$ cat config.mk
export PLATFORM = sky130hd
export DESIGN_NAME = lwb_sram
export DESIGN_NICKNAME = d
export VERILOG_FILES = /design/src/rtl/lwb_pkg.sv /design/src/rtl/lwb_rst_sync.sv /design/src/rtl/lwb_burst.sv /design/src/rtl/lwb_array.sv /design/src/rtl/lwb_sram.sv
export SDC_FILE = /design/constraint.sdc
export NUM_CORES = 1
export LEC_CHECK = 0
export BUFFER_PORTS_ARGS = -buffer_cell sky130_fd_sc_hd__clkbuf_2
export CAP_MARGIN = 40
export CORE_MARGIN = 5
export CORE_UTILIZATION = 50
export CTS_CLUSTER_DIAMETER = 120
export DETAILED_ROUTE_END_ITERATION = 8
export GPL_TIMING_DRIVEN = 1
export PLACE_DENSITY = 0.78
export SLEW_MARGIN = 20
export SYNTH_ARGS = -nofsm -noshare
export SYNTH_HDL_FRONTEND = slang
export SYNTH_SLANG_ARGS = --single-unit
export TNS_END_PERCENT = 50
$ cat constraint.sdc
create_clock -name clk -period 5.92 [get_ports clk]
set_clock_uncertainty 0.05 [all_clocks]
set_input_delay 1.184 -clock clk [delete_from_list [all_inputs] [get_ports clk]]
set_output_delay 1.184 -clock clk [all_outputs]
set_load 0.02 [all_outputs]
$ cat src/rtl/lwb_pkg.sv
package lwb_pkg;

  typedef enum logic [1:0] {
    OP_NONE = 2'd0,
    OP_RD   = 2'd1,
    OP_WR   = 2'd2
  } op_e;

  // low two address bits of burst beat n
  function automatic logic [1:0] beat_lsb(input logic [1:0] start,
                                          input logic [1:0] n,
                                          input logic       ilv);
    return ilv ? (start ^ n) : (start + n);
  endfunction

endpackage

$ cat src/rtl/lwb_rst_sync.sv
module lwb_rst_sync (
  input  logic clk,
  input  logic rst_n,
  output logic rst_sync_n
);
  logic meta_q;

  always_ff @(posedge clk or negedge rst_n) begin
    if (!rst_n) begin
      meta_q     <= 1'b0;
      rst_sync_n <= 1'b0;
    end else begin
      meta_q     <= 1'b1;
      rst_sync_n <= meta_q;
    end
  end
endmodule

$ cat src/rtl/lwb_burst.sv
module lwb_burst #(
  parameter int AW = 6
) (
  input  logic          clk,
  input  logic          rst_n,
  input  logic          en,
  input  logic          load,
  input  logic          cont,
  input  logic          stop,
  input  logic [AW-1:0] addr_in,
  input  logic          wr_in,
  input  logic          ilv_in,
  output logic [AW-1:0] acc_addr,
  output logic          acc_wr,
  output logic          active,
  output logic [1:0]    cnt
);
  import lwb_pkg::*;

  logic          act_q, act_d;
  logic [AW-1:0] base_q, base_d;
  logic          wr_q, wr_d;
  logic          ilv_q, ilv_d;
  logic [1:0]    cnt_q, cnt_d;

  always_comb begin
    act_d  = act_q;
    base_d = base_q;
    wr_d   = wr_q;
    ilv_d  = ilv_q;
    cnt_d  = cnt_q;
    if (load) begin
      act_d  = 1'b1;
      base_d = addr_in;
      wr_d   = wr_in;
      ilv_d  = ilv_in;
      cnt_d  = 2'd1;
    end else if (cont) begin
      cnt_d  = cnt_q + 2'd1;
    end else if (stop) begin
      act_d  = 1'b0;
    end
  end

  always_ff @(posedge clk or negedge rst_n) begin
    if (!rst_n) begin
      act_q  <= 1'b0;
      base_q <= '0;
      wr_q   <= 1'b0;
      ilv_q  <= 1'b0;
      cnt_q  <= 2'd0;
    end else if (en) begin
      act_q  <= act_d;
      base_q <= base_d;
      wr_q   <= wr_d;
      ilv_q  <= ilv_d;
      cnt_q  <= cnt_d;
    end
  end

  assign acc_addr = load ? addr_in
                         : {base_q[AW-1:2], beat_lsb(base_q[1:0], cnt_q, ilv_q)};
  assign acc_wr   = load ? wr_in : wr_q;
  assign active   = act_q;
  assign cnt      = cnt_q;
endmodule

$ cat src/rtl/lwb_array.sv
module lwb_array #(
  parameter int AW = 6,
  parameter int NB = 2,
  parameter int BW = 9
) (
  input  logic             clk,
  input  logic             wr_en,
  input  logic [AW-1:0]    wr_addr,
  input  logic [NB-1:0]    wr_be,
  input  logic [NB*BW-1:0] wr_data,
  input  logic [AW-1:0]    rd_addr,
  output logic [NB*BW-1:0] rd_data
);
  localparam int DEPTH = 1 << AW;
  localparam int DW    = NB * BW;

  logic [DW-1:0] mem [DEPTH];

  always_ff @(posedge clk) begin
    if (wr_en) begin
      for (int b = 0; b < NB; b++) begin
        if (wr_be[b]) mem[wr_addr][b*BW +: BW] <= wr_data[b*BW +: BW];
      end
    end
  end

  assign rd_data = mem[rd_addr];
endmodule

$ cat src/rtl/lwb_sram.sv
module lwb_sram #(
  parameter int AW = 6,
  parameter int NB = 2,
  parameter int BW = 9
) (
  input  logic             clk,
  input  logic             rst_n,
  input  logic             flow_mode,
  input  logic             cke_n,
  input  logic             ce1_n,
  input  logic             ce2,
  input  logic             ce3_n,
  input  logic             we_n,
  input  logic [NB-1:0]    bw_n,
  input  logic             adv,
  input  logic             ilv_order,
  input  logic             oe_n,
  input  logic             sleep,
  input  logic [AW-1:0]    addr,
  input  logic [NB*BW-1:0] dq_in,
  output logic [NB*BW-1:0] dq_out,
  output logic             dq_oe
);
  import lwb_pkg::*;

  localparam int DW = NB * BW;

  logic rst_sync_n;
  lwb_rst_sync u_rst (.clk(clk), .rst_n(rst_n), .rst_sync_n(rst_sync_n));

  // command decode
  logic en, chip_sel, load, cont, stop;
  assign en       = ~cke_n;
  assign chip_sel = ~ce1_n & ce2 & ~ce3_n & ~sleep;
  assign load     = ~adv & chip_sel;
  assign cont     = adv & burst_act & ~sleep;
  assign stop     = ~adv | sleep;

  logic [AW-1:0] acc_addr;
  logic          acc_wr, burst_act;
  logic [1:0]    burst_cnt;

  lwb_burst #(.AW(AW)) u_burst (
    .clk(clk), .rst_n(rst_sync_n), .en(en),
    .load(load), .cont(cont), .stop(stop),
    .addr_in(addr), .wr_in(~we_n), .ilv_in(ilv_order),
    .acc_addr(acc_addr), .acc_wr(acc_wr),
    .active(burst_act), .cnt(burst_cnt)
  );

  // two command stages: s1 = captured last edge, s2 = one edge older
  op_e           s1_op, s1_op_d, s2_op;
  logic [AW-1:0] s1_addr, s2_addr;
  logic [NB-1:0] s1_be, s2_be;

  always_comb begin
    if (load | cont) s1_op_d = acc_wr ? OP_WR : OP_RD;
    else             s1_op_d = OP_NONE;
  end

  always_ff @(posedge clk or negedge rst_sync_n) begin
    if (!rst_sync_n) begin
      s1_op <= OP_NONE;
      s2_op <= OP_NONE;
    end else if (en) begin
      s1_op <= s1_op_d;
      s2_op <= s1_op;
    end
  end

  always_ff @(posedge clk) begin
    if (en) begin
      s1_addr <= acc_addr;
      s1_be   <= ~bw_n;
      s2_addr <= s1_addr;
      s2_be   <= s1_be;
    end
  end

  // late write commit: flow-through from s1, pipelined from s2
  logic          cm_we;
  logic [AW-1:0] cm_addr;
  logic [NB-1:0] cm_be;
  logic [DW-1:0] rd_data;

  always_comb begin
    if (flow_mode) begin
      cm_we   = en & (s1_op == OP_WR);
      cm_addr = s1_addr;
      cm_be   = s1_be;
    end else begin
      cm_we   = en & (s2_op == OP_WR);
      cm_addr = s2_addr;
      cm_be   = s2_be;
    end
  end

  lwb_array #(.AW(AW), .NB(NB), .BW(BW)) u_array (
    .clk(clk), .wr_en(cm_we), .wr_addr(cm_addr), .wr_be(cm_be),
    .wr_data(dq_in), .rd_addr(s1_addr), .rd_data(rd_data)
  );

  // coherency: merge bytes of the write committing on this same edge
  logic          fwd_hit;
  logic [DW-1:0] merged;
  assign fwd_hit = (s2_op == OP_WR) && (s2_addr == s1_addr);

  for (genvar b = 0; b < NB; b++) begin : g_fwd
    assign merged[b*BW +: BW] = (fwd_hit && s2_be[b]) ? dq_in[b*BW +: BW]
                                                      : rd_data[b*BW +: BW];
  end

  // pipelined output register
  logic [DW-1:0] rd_q;
  logic          rd_v;

  always_ff @(posedge clk or negedge rst_sync_n) begin
    if (!rst_sync_n) rd_v <= 1'b0;
    else if (en)     rd_v <= (s1_op == OP_RD);
  end

  always_ff @(posedge clk) begin
    if (en) rd_q <= merged;
  end

  logic pres_v;
  assign pres_v = flow_mode ? (s1_op == OP_RD) : rd_v;
  assign dq_out = flow_mode ? rd_data : rd_q;
  assign dq_oe  = pres_v & ~oe_n & ~sleep & rst_n;
endmodule

Yosys cells after proc, flatten, opt, wreduce, memory -nomap -nowiden
Memories as Yosys holds them, arrays and structs flattened. A register that Yosys moved wholly into a read port is not among the register bits.
Cells that the tools add are included.
{"block": "word_totals", "latch_bits": 0, "register_bits": 52, "mem_count": 1, "in_bits": 38, "ramBits": 1152, "romBits": 0}
{"name": "u_array.mem", "words": 64, "word_bits": 18, "rd": 1, "rd_clocked_by_memory_dff": 1, "write_ports": 1, "line": "lwb_array.sv:17", "source": "logic [DW-1:0] mem [DEPTH];"}
{"block": "classes", "reduce_logical": 8, "n_addsub": 2, "n_shift": 0, "n_eq_ne": 5, "div": 0, "n_mul": 0, "muxes": 24, "order_cmp": 0, "bitwise": 22}
{"cell": "two-way mux 18 bit", "n": 1}
{"cell": "two-way mux 6 bit", "n": 3}
{"cell": "two-way mux 9 bit", "n": 2}
{"cell": "two-way mux 1 bit", "n": 12}
{"cell": "two-way mux 2 bit", "n": 6}
{"cell": "AND 1 bit", "n": 11}
{"cell": "NOT 1 bit", "n": 7}
{"cell": "== test 6 bit", "n": 1}
{"cell": "== test 2 bit, second input constant", "n": 2}
{"cell": "AND reduction 2 bit", "n": 2}
{"cell": "nonzero test 2 bit", "n": 2}
{"cell": "logical AND 1 bit", "n": 3}
{"cell": "AND reduction 3 bit", "n": 1}
{"cell": "adder 2 x 1 -> 2 bit, second input constant", "n": 1}
{"cell": "adder 2 bit", "n": 1}
{"cell": "== test 2 x 1 -> 1 bit, second input constant", "n": 1}
{"cell": "inequality test 2 bit, second input constant", "n": 1}
{"cell": "NOT 2 bit", "n": 1}
{"cell": "OR 1 bit", "n": 2}
{"cell": "XOR 2 bit", "n": 1}

Logic depth before layout (Yosys ltp)
{"block": "logic_depth", "ltp_word": 8, "depth_mapped": 9, "ltp_nobuf": 5}

Hierarchy
From an unflattened synthesis, not the netlist that was laid out.
{"block": "unflattened", "cells_unflattened": 2139, "hier_area_um2": 47031.4}
{"mod": "lwb_array", "seq_area_each_um2": 34593.2, "cells_each": 1965, "instances": 1, "area_each_um2": 44453.9}
{"mod": "lwb_sram", "seq_area_each_um2": 1146.1, "cells_each": 128, "instances": 1, "area_each_um2": 1973.1}
{"mod": "lwb_burst", "seq_area_each_um2": 275.3, "cells_each": 43, "instances": 1, "area_each_um2": 550.5}
{"mod": "lwb_rst_sync", "seq_area_each_um2": 50.0, "cells_each": 3, "instances": 1, "area_each_um2": 53.8}

Worst setup path before layout
OpenSTA, ideal clock, no wires.
{"block": "synth_timing", "path_type": "input -> output", "startpoint": "in flow_mode", "endpoint": "out dq_oe", "arrival_time_ns": 2.761, "setup_slack_ns": 1.925, "stages": 5, "required_time_ns": 4.686, "cell_sequence": "clkbuf_1 -> buf_2 -> buf_1 -> mux2i_1 -> nor4b_1"}
{"block": "synth_between", "elab_chain_len": 4}
{"item": "start: declaration", "line": "lwb_sram.sv:8", "source": "input logic flow_mode,"}
{"item": "two-way mux 1 bit", "line": "lwb_sram.sv:127", "source": "assign pres_v = flow_mode ? (s1_op == OP_RD) : rd_v;"}
{"item": "AND 1 bit (3 in a row)", "line": "lwb_sram.sv:129", "source": "assign dq_oe = pres_v & ~oe_n & ~sleep & rst_n;"}
{"item": "end: declaration", "line": "lwb_sram.sv:22", "source": "output logic dq_oe"}
Every way passes these cells.

==> metrics.md <==
| Metric | Value |
|---|---|
| Initial Util | `50.4%` |
| Setup Fix Bufs, Post-CTS | `0` |
| Fmax | `184 MHz` |
| Commonest register cell after synthesis | `edfxtp_1` |
| Final RePlAce weighted congestion | `between 0.8 and 0.9` |
| Pleak | `17.9 nW` |
| Avg Vias per Cell | `roughly 6` |
| Final HPWL from detailed placement | `roughly 71 mm` |
| Fin crit share | `91.7%` |
| I/O pins | `57` |
| Adder-cell share of the synthesized area | `less than 1%` |
| Crit path cell chain | `nand4bb_1 > o22ai_1 > a21oi_1 > and4_1 > o31ai_1 > clkbuf_2` |
| EDFF count, synth | `1186` |
| Status | `completed` |
| Final Hold Violating Endpoints | `0` |
| DR vias | `between 20000 and 30000` |
| Most frequent cells in the layout | `edfxtp_1 (1186), mux2i_1 (471), a22oi_1 (182), nor2_1 (162), buf_4 (153)` |
| DP Area | `around 0.050 mm²` |
| Final setup violation count | `0` |
| GR Util met1 | `between 30% and 40%` |
| CP Capture Type | `primary output` |
| CTS tree | `yes` |
| Total of flip-flops plus latches after synthesis | `approximately 1200` |
| Final Power | `around 0.020 W` |
| Mux contribution to synthesized area | `between 10 and 15%` |
| CTS HTree Levels | `3` |
| Register area share after synthesis | `about 75%` |
| Synth Area in XOR/XNOR | `0.146%` |
| Final instance area | `between 0.05 and 0.06 mm²` |
| Global Route met2 Usage | `between 30% and 40%` |
| Worst path arrival time | `4.19 ns` |
| WL final | `114 mm` |
| Mapped cell area | `~0.048 mm²` |
| Clock buffer depth | `3` |
| Initial antenna violation count | `6` |
| Tmin final | `5.43 ns` |
| Die Width | `320 µm` |
| Initial DRT Pass Iterations | `6` |
| Initial drt markers | `approximately 3600` |
| Syn-to-layout area delta | `13.3%` |
| Peak supply drop | `approximately 0.24 mV` |
| Area share of and/or/nand/nor cells after synthesis | `about 4.5%` |
| Critical path's largest stage delay | `around 0.8 ns` |
| Syn Area/Cell | `between 15 and 20 µm²` |
| Reg clk slew, reported paths | `0.06 ns` |
| Library cells used by synthesis | `67` |
| Global-route met3 utilization | `between 4 and 5%` |
| Tot GR Track Use | `a little over a fifth` |
| Vias in the first global route | `25900` |
| Die area | `slightly above 0.1 mm²` |
| Chip Height | `around 320 µm` |
| Share of cells above drive strength 1 | `between 15 and 20%` |
| Largest net degree at the start of global routing | `between 60 and 70` |
| Site Rows | `roughly 110` |
| Max-slew headroom at the worst pin | `between 30% and 40%` |
| CTS buffer count | `112` |
| Worst min path class | `register to async pin` |
| Input/output buffers | `56` |
| CP max FO | `46` |
| Worst skew pair latency | `0.67 ns` |
| Async S/R FF share, synth | `1.49%` |
| GR Overflow Total | `0` |
| Slew Limit Fails | `0` |
| GRT busiest layer | `met2` |
| Clock Tree Root | `clkbuf_16` |
| Yosys Warn Count | `0` |
| Worst setup SP type | `register` |
| Pwr per Cell Area | `about 360 mW/mm²` |
| Routed len/inst | `~26 µm` |
| Post-route setup TNS | `0 ns` |
| CTS Hold Bufs | `0` |
| RSZ-0062 raised after global routing | `no` |
| Max Cap Violations | `0` |
| Commonest non-fill, non-tap cell in the layout | `edfxtp_1` |
| Slowest CP cell | `o31ai_1` |
| Global-route wire length before repair | `between 150 and 200 mm` |
| Least-Margin Pin Slew | `around 1 ns` |
| Sinks on Clock Net | `1210` |
| Core Region | `approximately 0.095 mm²` |
| Syn nets | `between 2000 and 3000` |
| Synth Instances | `2742` |
| Resized cells post-CTS | `0` |
| Post-route ant nets | `0` |
| Post-synthesis compound-gate area fraction | `approximately 5.4%` |
| Required @ worst endpoint | `4.69 ns` |
| CP Class | `register to primary output` |
| # nets final | `between 2000 and 3000` |
| Main combinational cell family by area after synthesis | `multiplexers` |
| DRC errors left | `0` |
==> area by class of cell <==
class	count	area (µm²)
diodes	2	5.00
clock buffers	147	2990
clock inverters	63	677
fillers	6690	40800
inverters	11	41.3
multi-input cells	1363	10900
flip-flops and latches	1210	36200
well taps	1265	1580
repair buffers	238	1940
==> flip-flops by register name, indices dropped and copies added, names as in the netlist, 2 cells and up, named ones only <==
register	count
s1_be	2
u_burst.base_q	6
rd_q	18
s2_be	2
u_burst.cnt	2
s1_op	2
s2_addr	6
s2_op	2
u_array.mem	1152
s1_addr	6
==> where the power goes <==
| part | switching (W) | internal [W] |
|---|---|---|
| clock | 0.00308 | 0.00405 |
| sequential | 0.000170 | 0.00951 |
| combinational | 0.00184 | 0.00109 |
==> cell families (layout without fill, tap and decap cells) <==
| logic type | after synthesis | in the layout |
|---|---|---|
| compound gates | 360 | 360 |
| xor+xnor | 8 | 8 |
| fa+ha+maj | 1 | 1 |
| buf+inv | 169 | 459 |
| flops | 1210 | 1210 |
| mux | 548 | 548 |
| other cells | 1 | 3 |
| simple gates | 445 | 445 |
==> worst max-delay path: cells and delay by family (launching register included) <==
family	cells	cell delay (ns)
DFF	1	0.81
and+or+nand+nor	2	1.04
buffers and inverters	1	0.31
AOI/OAI and AO/OA	3	1.32
==> stage by stage <==
step,instances,utilization (%),setup WS [ns],hold slack (ns)
2_1_floorplan,2742,-,1.92,0.150
6_report,4299,57.1,0.491,0.206
3_3_place_gp,3980,52.2,1.21,0.211
5_1_grt,4297,57.1,0.391,0.219
4_1_cts,4215,56.4,0.496,0.207
3_5_place_dp,4005,52.5,1.23,0.240
==> cells in the mapped netlist (3+ instances only) <==
master,instances,area [µm²]
nand4bb_1,3,33.8
buf_4,28,210
nor2_1,163,612
buf_2,55,275
xor2_1,7,61.3
and4_1,15,131
mux2_2,37,417
nand4_1,16,100
dfxtp_1,6,120
a32o_1,4,40.0
nand3_1,40,200
nor3_1,5,25.0
and4b_1,4,40.0
a2111oi_0,5,43.8
nand2_1,120,450
a22oi_1,182,1370
nand2b_1,7,43.8
and3_1,3,18.8
a31oi_1,6,37.5
a21oi_1,35,175
inv_1,10,37.5
mux2i_1,471,4710
o22ai_1,55,344
dfrtp_1,18,450
a221o_1,14,140
o21ai_0,10,50.1
clkbuf_1,58,218
buf_1,4,15.0
a211oi_1,7,52.6
buf_6,11,124
mux4_2,40,901
nand3b_1,4,30.0
nor2b_1,24,150
o31ai_1,28,210
edfxtp_1,1186,35600
nor4_1,21,131
and2_1,3,18.8
==> layer usage <==
layer | share of wire (%) | vias up | wire length (µm)
met4 | 3.5 | 6 | 3930
met2 | 47 | 1657 | 53100
met1 | 39 | 13300 | 44100
met5 | 0.047 | - | 53
met3 | 11 | 257 | 12400
li1 | - | 11400 | -
==> final timing paths <==
path,endpoint,slack (ns),cells past startpoint
min in group clk,u_rst.rst_sync_n$_DFF_PN0_,0.30,0
setup / recovery,dq_out[14],0.49,6
hold / removal,u_burst.base_q[3]$_DFFE_PN0P_,0.21,0
max in group asynchronous,s2_op[0]$_DFFE_PN0N_,5.17,0
hold reg to reg,u_burst.base_q[3]$_DFFE_PN0P_,0.21,0
setup reg to reg,rd_q[6]$_DFFE_PN_,2.58,7
Power figures use the tool's default switching activity.
